## src/rtl/sarx_pkg.sv

```systemverilog
package sarx_pkg;

    localparam int WORD_W       = 16;
    localparam int SYNC_MAX_DEF = 4;

    typedef enum logic {
        FRM_RJ  = 1'b0,
        FRM_DSP = 1'b1
    } frame_e;

    typedef logic [WORD_W-1:0] word_t;

    typedef struct packed {
        word_t left;
        word_t right;
    } pair_t;

    // A high run of `width` sampled edges counts as a sync pulse.
    function automatic logic short_pulse(input int width, input int limit);
        return (width > 0) && (width <= limit);
    endfunction

endpackage

```

## src/rtl/sarx_frame_watch.sv

```systemverilog
module sarx_frame_watch
    import sarx_pkg::*;
#(
    parameter int SYNC_MAX = SYNC_MAX_DEF
) (
    input  logic   clk,
    input  logic   rst,
    input  logic   frm,
    output logic   rise,
    output logic   fall,
    output logic   started,
    output frame_e mode,
    output logic   flip
);

    localparam int HI_W = $clog2(SYNC_MAX + 2);
    localparam logic [HI_W-1:0] HI_TOP = '1;

    logic            frm_q;
    logic            hist_ok;
    logic [HI_W-1:0] hi_cnt;
    frame_e          mode_nx;

    assign rise = hist_ok & frm & ~frm_q;
    assign fall = hist_ok & ~frm & frm_q;

    // Pulse-width decision at the falling edge of the frame clock.
    always_comb begin
        mode_nx = mode;
        if (fall) begin
            mode_nx = short_pulse(int'(hi_cnt), SYNC_MAX) ? FRM_DSP : FRM_RJ;
        end
    end

    assign flip = (mode_nx != mode);

    always_ff @(posedge clk) begin
        if (rst) begin
            frm_q   <= 1'b0;
            hist_ok <= 1'b0;
            started <= 1'b0;
            hi_cnt  <= HI_TOP;
            mode    <= FRM_RJ;
        end else begin
            frm_q   <= frm;
            hist_ok <= 1'b1;
            mode    <= mode_nx;
            if (rise) begin
                started <= 1'b1;
                hi_cnt  <= HI_W'(1);
            end else if (frm && hi_cnt != HI_TOP) begin
                hi_cnt  <= hi_cnt + 1'b1;
            end
        end
    end

endmodule

```

## src/rtl/sarx_slot_count.sv

```systemverilog
module sarx_slot_count
    import sarx_pkg::*;
#(
    parameter int W = WORD_W
) (
    input  logic clk,
    input  logic rst,
    input  logic rise,
    input  logic lag,
    output logic left_tick,
    output logic right_tick
);

    localparam int SLOT_W = $clog2(2 * W + 2) + 1;
    localparam logic [SLOT_W-1:0] SLOT_TOP = '1;

    logic [SLOT_W-1:0] pos;
    logic [SLOT_W-1:0] left_at;
    logic [SLOT_W-1:0] right_at;

    assign left_at  = SLOT_W'(W)     + SLOT_W'(lag);
    assign right_at = SLOT_W'(2 * W) + SLOT_W'(lag);

    // The value of pos on an edge is the number of edges since the sync edge.
    assign left_tick  = (pos == left_at);
    assign right_tick = (pos == right_at);

    always_ff @(posedge clk) begin
        if (rst) begin
            pos <= SLOT_TOP;
        end else if (rise) begin
            pos <= SLOT_W'(1);
        end else if (pos != SLOT_TOP) begin
            pos <= pos + 1'b1;
        end
    end

endmodule

```

## src/rtl/sarx_shift.sv

```systemverilog
module sarx_shift
    import sarx_pkg::*;
#(
    parameter int W = WORD_W
) (
    input  logic         clk,
    input  logic         rst,
    input  logic         sdat,
    output logic [W-1:0] hist
);

    always_ff @(posedge clk) begin
        if (rst) begin
            hist <= '0;
        end else begin
            hist <= {hist[W-2:0], sdat};
        end
    end

endmodule

```

## src/rtl/sarx_pair_assemble.sv

```systemverilog
module sarx_pair_assemble
    import sarx_pkg::*;
(
    input  logic   clk,
    input  logic   rst,
    input  frame_e mode,
    input  logic   rise,
    input  logic   fall,
    input  logic   started,
    input  logic   flip,
    input  logic   left_tick,
    input  logic   right_tick,
    input  word_t  hist,
    output pair_t  pair,
    output logic   vld
);

    logic  left_cap;
    logic  right_cap;
    logic  armed;
    word_t held;

    always_comb begin
        if (mode == FRM_RJ) begin
            left_cap  = fall & started;
            right_cap = rise;
        end else begin
            left_cap  = left_tick;
            right_cap = right_tick;
        end
    end

    always_ff @(posedge clk) begin
        if (rst) begin
            held  <= '0;
            armed <= 1'b0;
            vld   <= 1'b0;
            pair  <= '0;
        end else begin
            vld <= 1'b0;
            if (left_cap) begin
                held  <= hist;
                armed <= 1'b1;
            end
            if (right_cap) begin
                armed <= 1'b0;
                if (armed) begin
                    pair <= '{left: held, right: hist};
                    vld  <= 1'b1;
                end
            end
            // A framing change invalidates any half-built pair.
            if (flip) begin
                armed <= 1'b0;
            end
        end
    end

endmodule

```

## src/rtl/serial_audio_rx.sv

```systemverilog
module serial_audio_rx
    import sarx_pkg::*;
#(
    parameter int SYNC_MAX = SYNC_MAX_DEF
) (
    input  logic              clk,
    input  logic              rst,
    input  logic              frm,
    input  logic              sdat,
    input  logic              sync_lag,
    output logic [WORD_W-1:0] left_o,
    output logic [WORD_W-1:0] right_o,
    output logic              pair_vld,
    output logic              dsp_mode
);

    logic   rise;
    logic   fall;
    logic   started;
    logic   flip;
    frame_e mode;
    logic   left_tick;
    logic   right_tick;
    word_t  hist;
    pair_t  pair;

    sarx_frame_watch #(.SYNC_MAX(SYNC_MAX)) u_watch (
        .clk     (clk),
        .rst     (rst),
        .frm     (frm),
        .rise    (rise),
        .fall    (fall),
        .started (started),
        .mode    (mode),
        .flip    (flip)
    );

    sarx_slot_count #(.W(WORD_W)) u_slots (
        .clk        (clk),
        .rst        (rst),
        .rise       (rise),
        .lag        (sync_lag),
        .left_tick  (left_tick),
        .right_tick (right_tick)
    );

    sarx_shift #(.W(WORD_W)) u_shift (
        .clk  (clk),
        .rst  (rst),
        .sdat (sdat),
        .hist (hist)
    );

    sarx_pair_assemble u_pair (
        .clk        (clk),
        .rst        (rst),
        .mode       (mode),
        .rise       (rise),
        .fall       (fall),
        .started    (started),
        .flip       (flip),
        .left_tick  (left_tick),
        .right_tick (right_tick),
        .hist       (hist),
        .pair       (pair),
        .vld        (pair_vld)
    );

    assign left_o   = pair.left;
    assign right_o  = pair.right;
    assign dsp_mode = (mode == FRM_DSP);

endmodule

```

## config.mk

```make
export PLATFORM = sky130hd
export DESIGN_NAME = serial_audio_rx
export DESIGN_NICKNAME = d
export VERILOG_FILES = /design/src/rtl/sarx_pkg.sv /design/src/rtl/sarx_frame_watch.sv /design/src/rtl/sarx_slot_count.sv /design/src/rtl/sarx_shift.sv /design/src/rtl/sarx_pair_assemble.sv /design/src/rtl/serial_audio_rx.sv
export SDC_FILE = /design/constraint.sdc
export NUM_CORES = 1
export LEC_CHECK = 0
export ABC_CLOCK_PERIOD_IN_PS = 1400
export BUFFER_PORTS_ARGS = -buffer_cell sky130_fd_sc_hd__buf_2
export CORE_MARGIN = 2
export CORE_UTILIZATION = 50
export CTS_CLUSTER_DIAMETER = 120
export DETAILED_ROUTE_END_ITERATION = 12
export PLACE_DENSITY = 0.81
export SYNTH_ARGS = -nofsm -noshare
export SYNTH_HDL_FRONTEND = slang
export SYNTH_SLANG_ARGS = --single-unit
```

## constraint.sdc

```tcl
create_clock -name clk -period 1.4 [get_ports clk]
set_input_delay 0.28 -clock clk [delete_from_list [all_inputs] [get_ports clk]]
set_output_delay 0.28 -clock clk [all_outputs]
set_load 0.005 [all_outputs]
```

* Word level (Yosys, flattened, before mapping)
Index checks and enable logic that the tools add are counted.
** Word-level totals
- Register bits :: 80
- Word-level logic and storage cells :: 51
- Output and inout port bits :: 34
- Bits of input ports :: 5
** Operators by class
- Equality and inequality tests :: 5
- $lt $le $gt $ge :: 2
- Bitwise logic cells :: 8
- $add $sub $neg :: 4
- Muxes and demuxes :: 10
- Reductions and logical operators :: 8
** Operator list (number)
- 7-bit == test :: 2
- 7-bit 2-to-1 mux :: 2
- 6-bit by 1-bit adder with 7-bit output (first input constant) :: 1
- 7-bit by 1-bit adder with 7-bit output (second input constant) :: 1
- 7-bit inequality test (second input constant) :: 1
- 5-bit by 1-bit adder with 6-bit output (first input constant) :: 1
- 1-bit 2-to-1 mux :: 6
- 3-bit 2-to-1 mux :: 2
- 1-bit AND :: 5
- 2-bit nonzero test :: 2
- 2-bit OR reduction :: 2
- 3-bit by 1-bit adder with 3-bit output (second input constant) :: 1
- 3-bit by 1-bit > comparator with 1-bit output (second input constant) :: 1
- 3-bit less-or-equal comparator (second input constant) :: 1
- 3-bit inequality test (second input constant) :: 1
- 1-bit inverter :: 3
- 3-bit OR reduction :: 1
- 1-bit logical AND :: 2
- 2-bit AND reduction :: 1
- 1-bit inequality test :: 1

* Logic depth before layout (Yosys ltp)
Gate-level depths: netlist of the first run.
- Depth after elaboration :: 6
- Depth in mapped cells :: 6
- Gate-level depth less buffers :: 6

* By module
A second synthesis of the first run with hierarchy kept.
** Second synthesis, totals
- Cells, all modules :: 332
- Area, all modules :: 3301.9 µm²
** By module, submodules not included
- sarx_pair_assemble :: instances 1, sequential area each 1001.0 µm², cells an instance 228, area each 2152.1 µm²
- sarx_shift :: instances 1, sequential area each 320.3 µm², cells an instance 33, area each 464.2 µm²
- sarx_slot_count :: instances 1, sequential area each 140.1 µm², cells an instance 40, area each 374.1 µm²
- sarx_frame_watch :: instances 1, sequential area each 140.1 µm², cells an instance 31, area each 311.5 µm²

* Least setup slack after synthesis of the first run
No wires, ideal clock.
- Path kind :: reg-to-reg
- From :: register u_watch.mode
- To :: register u_pair.held[10]
- Path slack :: -0.117 ns
- Library setup time :: 0.072 ns
- Cell stages (with the launch flop) :: 6
- Clock period less this slack :: 1.517 ns
- Path buffers :: 2
- Required time :: 1.328 ns
- Arrival time :: 1.445 ns
- Cell sequence :: dfxtp_1 > clkbuf_1 > nor3b_1 > a41oi_4 > buf_6 > mux2i_1
** Between the ends
- Word-level cells in the longest chain between the ends :: 1
** RTL lines
- start, declared :: line sarx_frame_watch.sv:12 : output frame_e mode,
- start signal, assigned :: line sarx_frame_watch.sv:47 : mode <= mode_nx;
- 1-bit 2-to-1 mux :: line sarx_pair_assemble.sv:24 : if (mode == FRM_RJ) begin
- end signal, assigned :: line sarx_pair_assemble.sv:42 : held <= hist;
- end, declared :: line sarx_pair_assemble.sv:21 : word_t held;
Every way passes these cells.
A chain may end at the register's enable or synchronous reset.

* Final worst setup path of the first run
- From :: register u_slots.pos[0]
- To :: register, netlist name u_pair.pair[10]
** Between the ends
- Word-level cells in the longest chain between the ends :: 3
** RTL lines
- start, declared :: line sarx_slot_count.sv:17 : logic [SLOT_W-1:0] pos;
- start signal, assigned :: line sarx_slot_count.sv:34 : pos <= pos + 1'b1;
- 7-bit == test :: line sarx_slot_count.sv:26 : assign right_tick = (pos == right_at);
- 1-bit 2-to-1 mux :: line sarx_pair_assemble.sv:24
- 2-bit AND reduction (no source line)
Every way passes these cells.

==> results of run 1 <==
[stage by stage]
| stage | utilization | cells |
|---|---|---|
| 6_report | 0.683 | 429 |
| 2_1_floorplan | - | 289 |
| 3_5_place_dp | 0.596 | 405 |
| 3_3_place_gp | 0.596 | 405 |
| 4_1_cts | 0.645 | 423 |
| 5_1_grt | 0.683 | 429 |
[sequential cells by signal (all words and copies together), names as in the netlist]
name             count
u_shift.hist        16
u_watch.mode         1
u_watch.frm_q        1
u_pair.pair         32
u_pair.held         16
u_slots.pos          7
u_pair.armed         1
u_watch.hi_cnt       3
u_watch.started      1
u_watch.hist_ok      1
u_pair.vld           1
[report_power, final]
group          switching (mW)  internal (mW)
Clock                   0.851           1.12
Combinational           0.479          0.588
Sequential              0.123           2.40
Total                    1.45           4.11
[worst paths after layout]
check               endpoint  slack (ns)  cells after the start
max          u_pair.pair[10]        -0.1                      5
max reg2reg  u_pair.pair[10]        -0.1                      5
min          u_shift.hist[0]        0.15                      2
min reg2reg  u_shift.hist[2]        0.45                      2
[final cells by class]
cell class / count / share of cell area
Multi-Input combinational cell: 174 / 0.338
Clock inverter: 5 / 0.0227
Inverter: 20 / 0.0197
Timing Repair Buffer: 67 / 0.132
Clock buffer: 11 / 0.0398
Sequential cell: 80 / 0.424
Tap cell: 72 / 0.0237
[kinds of logic (layout without fill, tap and decap cells)]
kind of cell	Yosys count	count (layout)	synth area share
muxes	50	50	0.172
DFF	80	80	0.549
AOI/OAI and AO/OA	21	21	0.0528
xor gates and xnor gates	4	4	0.0120
buffers and inverters	35	103	0.0540
and+or+nand+nor	95	95	0.144
adders and majority gates	4	4	0.0172
[synthesized netlist by cell type]
master and count:
dfxtp_1 80, nand2_1 70, mux2i_1 50, inv_1 19, o21ai_0 10, clkbuf_1 9, nor2_1 6, and3_1 4
ha_1 4, nor2b_1 4, buf_4 3, xnor2_1 3, a21oi_1 2, a31o_2 2, and3b_1 2, buf_6 2
nand3b_1 2, a211oi_1 1, a22oi_1 1, a31oi_1 1, a32oi_1 1, a41o_1 1, a41oi_1 1, a41oi_4 1
and2_4 1, buf_1 1, inv_2 1, nand3_1 1, nand4_1 1, nor3_1 1, nor3b_1 1, nor4_2 1
or2_2 1, xor2_1 1
[critical path: cells and delay by family, from the launching register on]
kind            cells  cell delay (ns)
compound gates      1             0.30
simple gates        1             0.19
buf+inv             1             0.20
mux                 1             0.23
xor+xnor            1             0.13
flops               1             0.37
[per-layer routing]
metal  vias up  global-route usage  routed length [um]
met3         6              0.0506                 263
met5         -                   0                   0
li1       1080                   -                   -
met1      1083               0.217                2680
met4         0              0.0949                  66
met2        62               0.306                3380
[timing repair]
item                       in CTS  in global routing
setup endpoints to repair      47                 56
gates resized for setup         5                 32
gates cloned                    0                  3
pin swaps                       1                  8
setup buffers                   2                  3
hold endpoints to repair        0                  0
==> impl_metrics.env, run 1 <==
export IMPL_drc=0
export IMPL_dieWidth_um=80.4
export IMPL_cp_startpoint="u_slots.pos[0]"
export IMPL_period_share=1.07
export IMPL_num_fill_cells=376
export IMPL_worstPathCellList="xnor2_4 -> and2_4 -> a41oi_4 -> buf_6 -> mux2i_2"
export IMPL_fp_coreArea_sq_mm=0.00557
export IMPL_layout_commonest_cell="dfxtp_1"
export IMPL_layout_common_cells="dfxtp_1 (73), nand2_1 (69), mux2i_1 (49)"
export IMPL_rsz0062_at_grt="yes"
export IMPL_preCtsSetupSlack_ns=-0.0947
export IMPL_globalplace_congestion=0.799
export IMPL_drt_total_wl_um=6390
export IMPL_wl_per_cell_um=14.9
export IMPL_place_detailed_hpwl_um=3650
export IMPL_dieArea_sq_mm=0.00646
export IMPL_setup_viol=50
export IMPL_grt_pass1_vias=2009
export IMPL_maxCapViolCount=0
export IMPL_areaGrowthSynthToFinish_pct=30.5
export IMPL_drive_gt1_frac=0.303
export IMPL_min_delay_path_class="in -> reg"
export IMPL_synthTopCellsByArea="dfxtp_1 (55%), mux2i_1 (17%), nand2_1 (9.0%), inv_1 (2.4%), ha_1 (1.7%)"
export IMPL_via_per_inst=5.20
export IMPL_power_mw=5.56
export IMPL_slew_limit_headroom=0.726
export IMPL_io_buffers=38
export IMPL_grt_ovfl_total=0
export IMPL_critPathCaptureType="flop"
export IMPL_tritoncts="done"
export IMPL_seqCellArea_sq_mm=0.00162
export IMPL_postRouteAntennaNets=0
export IMPL_tightest_slew_ns=0.411
export IMPL_synthCells=289
export IMPL_hold_viol_final=0
export IMPL_startpoint_type="flop"
export IMPL_clk_path_buf_depth=2
export IMPL_start_util=0.523
export IMPL_std_cell_rows=27
export IMPL_clock_root_buffer="clkbuf_8"
export IMPL_violations="negative setup slack"
export IMPL_cts_buffers=9
export IMPL_cts_sinks=80
export IMPL_cts_hold_buf=0
export IMPL_syn_area_sq_mm=0.00292
export IMPL_critical_path_arrival_ns=1.76
export IMPL_synth_top_cell_area_share=0.549
export IMPL_min_delay_start="sdat"
export IMPL_worstSkewPairLatency_ns=0.34
export IMPL_path_clk_slew_ns=0.08
export IMPL_cp_max_fo=6
export IMPL_ys_ff_latch=80
export IMPL_cp_slowest_cell="dfxtp_4"
export IMPL_finalNetCount=361
export IMPL_placed_area_sq_mm=0.00332
export IMPL_multiInputGateArea_sq_mm=0.00129
export IMPL_yosysSeqAreaShare=0.549
export IMPL_syn_num_nets=298
export IMPL_p_leak_nw=1.93
export IMPL_yosysUniqueCellTypes=34
export IMPL_io_pins=39
export IMPL_yosysWarnings=0
export IMPL_fp_dieH_um=80.4
export IMPL_setup_tns_ns=-1.84
export IMPL_finalWorstSetupSlack_ns=-0.0981
export IMPL_vdd_ir_drop_max_mv=1.15
export IMPL_fmax_mhz=668
export IMPL_grt_antenna_before_repair=0
export IMPL_skew_ns=0.00939
export IMPL_drt_pass1_iterations=4
export IMPL_grt_usage=0.184
export IMPL_period_needed_ns=1.50
export IMPL_p_per_area_mw_per_mm2=1460
export IMPL_critPathMaxStageDelay_ns=0.37
export IMPL_h_tree_depth=3
export IMPL_grt_pass1_wl_um=9000
export IMPL_vias=2231
export IMPL_diodes=0
export IMPL_fin_hold_ws_ns=0.150
export IMPL_yosysTopAreaCell="dfxtp_1"
export IMPL_final_area_sq_mm=0.00381
export IMPL_grt_max_degree=36
export IMPL_slew_violations=0
export IMPL_dr_first_iter_drc_count=70
export IMPL_status="complete, but fails checks"
export IMPL_r2r_start="u_slots.pos[0]"
export IMPL_required_ns=1.66
export IMPL_critPathKind="reg -> reg"
export IMPL_postSynthAreaPerCell_sq_um=10.1
Note: power is estimated with default switching activity, not from simulation.
==> inputs of run 2 (changes only) <==
Settings changed: ABC_CLOCK_PERIOD_IN_PS 1400 to 1360, CORE_MARGIN 2 to not set.
Clock period 1.4 ns to 1.36 ns, I/O delays scaled along.
==> impl_metrics.env, run 2 (synthesis gave the netlist of run 1 again) <==
export IMPL_status="complete, but fails checks"
export IMPL_violations="negative setup slack"
export IMPL_cts_buffers=9
export IMPL_worstSkewPairLatency_ns=0.36
export IMPL_critPathKind="reg -> reg"
export IMPL_startpoint_type="flop"
export IMPL_drc=0
export IMPL_maxCapViolCount=0
export IMPL_largest_reg_flops=32
export IMPL_std_cell_rows=27
export IMPL_fp_dieH_um=78.4
export IMPL_cp_startpoint="u_slots.pos[6]"
export IMPL_cts_sinks=80
export IMPL_drt_total_wl_um=5870
export IMPL_fmax_mhz=635
export IMPL_largestRegisters="u_pair.pair: 32 flops, u_pair.held: 16 flops, u_shift.hist: 16 flops"
export IMPL_grt_pass1_wl_um=8760
export IMPL_dieWidth_um=78.4
export IMPL_postRouteAntennaNets=0
export IMPL_drt_pass1_iterations=4
export IMPL_placed_area_sq_mm=0.00336
export IMPL_diodes=0
export IMPL_h_tree_depth=3
export IMPL_critPathCaptureType="flop"
export IMPL_r2r_start="u_slots.pos[6]"
export IMPL_finalNetCount=360
export IMPL_place_detailed_hpwl_um=3600
export IMPL_final_area_sq_mm=0.00373
export IMPL_layout_common_cells="dfxtp_1 (73), nand2_1 (70), mux2i_1 (50)"
export IMPL_drive_gt1_frac=0.298
export IMPL_finalWorstSetupSlack_ns=-0.216
export IMPL_vdd_ir_drop_max_mv=0.903
export IMPL_areaGrowthSynthToFinish_pct=28.0
export IMPL_clk_path_buf_depth=2
export IMPL_clock_root_buffer="clkbuf_8"
export IMPL_grt_max_degree=32
export IMPL_io_pins=39
export IMPL_wl_per_cell_um=13.7
export IMPL_min_delay_path_class="in -> reg"
export IMPL_p_per_area_mw_per_mm2=1400
export IMPL_min_delay_start="sdat"
export IMPL_tritoncts="done"
export IMPL_rsz0062_at_grt="yes"
export IMPL_cts_hold_buf=0
export IMPL_path_clk_slew_ns=0.09
export IMPL_grt_pass1_vias=1918
export IMPL_vias=2166
export IMPL_grt_antenna_before_repair=0
export IMPL_top_register="u_pair.pair"
export IMPL_via_per_inst=5.06
export IMPL_layout_commonest_cell="dfxtp_1"
export IMPL_critical_path_arrival_ns=1.84
export IMPL_io_buffers=38
export IMPL_globalplace_congestion=0.801
export IMPL_slew_limit_headroom=0.752
export IMPL_dr_first_iter_drc_count=86
export IMPL_grt_ovfl_total=0
export IMPL_period_needed_ns=1.58
export IMPL_required_ns=1.63
export IMPL_period_share=1.16
export IMPL_start_util=0.523
export IMPL_fin_hold_ws_ns=0.121
export IMPL_skew_ns=0.00853
export IMPL_fp_coreArea_sq_mm=0.00557
export IMPL_slew_violations=0
export IMPL_cp_max_fo=7
export IMPL_tightest_slew_ns=0.370
export IMPL_setup_viol=50
export IMPL_num_fill_cells=425
export IMPL_dieArea_sq_mm=0.00614
export IMPL_p_leak_nw=1.90
export IMPL_hold_viol_final=0
export IMPL_grt_usage=0.190
## run 2: cell count changes in the layout (fill, tap and decap cells not counted), sizes merged
cell	before	now
bufinv	2	0
buf	65	64
inv	22	23
clkinv	1	0
clkinvlp	0	3
clkbuf	13	12
## run 2: report_power, final
part	switching [mW]	internal, mW	leakage [nW]
registers	0.119	2.47	0.647
logic	0.437	0.555	1.17
clock network	0.918	0.737	0.0875
## run 2: worst paths after layout
path	to	slack [ns]	cells after the start
worst max-delay path	u_pair.pair[29]	-0.22	5
worst max register to register	u_pair.pair[29]	-0.22	5
worst min-delay path	u_shift.hist[0]	0.12	2
worst min register to register	u_pair.pair[18]	0.46	2
## run 2: metal layers
layer | part of all wire | vias to the layer above | GRT usage
li1 | - | 1081 | -
met1 | 0.44 | 1028 | 0.233
met2 | 0.50 | 45 | 0.304
met3 | 0.033 | 12 | 0.0349
met4 | 0.021 | 0 | 0.126
met5 | 0 | - | 0
## run 2: area by class of cell
cell class | count | area (sq um) | area share
clock buffer | 10 | 138 | 0.0369
clock inverter | 6 | 51.3 | 0.0137
inverter | 20 | 75.1 | 0.0201
multi-input combinational | 174 | 1260 | 0.336
sequential | 80 | 1620 | 0.432
tap | 72 | 90.1 | 0.0241
timing repair buffer | 66 | 509 | 0.136
## run 2: timing repair
action | 4_1_cts | 5_1_grt
setup buffers | 2 | 2
setup endpoints to repair | 57 | 57
gates resized for setup | 9 | 16
gates cloned | 1 | 1
endpoints found under the hold margin | 0 | 0
pin swaps | 2 | 4
## run 2: per-stage QoR
| stage | worst slack, ns | cells | total power [mW] | setup TNS [ns] | utilization |
|---|---|---|---|---|---|
| final | -0.216 | 428 | 5.24 | -5.68 | 0.670 |
| after global routing | -0.275 | 428 | 5.49 | -7.97 | 0.670 |
| after CTS | -0.133 | 425 | 5.05 | -3.83 | 0.651 |
| after detailed placement | -0.156 | 406 | 3.35 | -4.91 | 0.603 |
| after global placement | -0.0618 | 406 | 3.32 | -2.64 | 0.603 |
| after floorplan | -0.0789 | 289 | 3.06 | -1.49 | - |
## run 2: worst max-delay path, stage by stage, from the launching register on
cell	delay, ns
dfxtp_2	0.34
nor4_4	0.30
and2_4	0.22
a41o_4	0.23
buf_12	0.14
mux2i_1	0.26
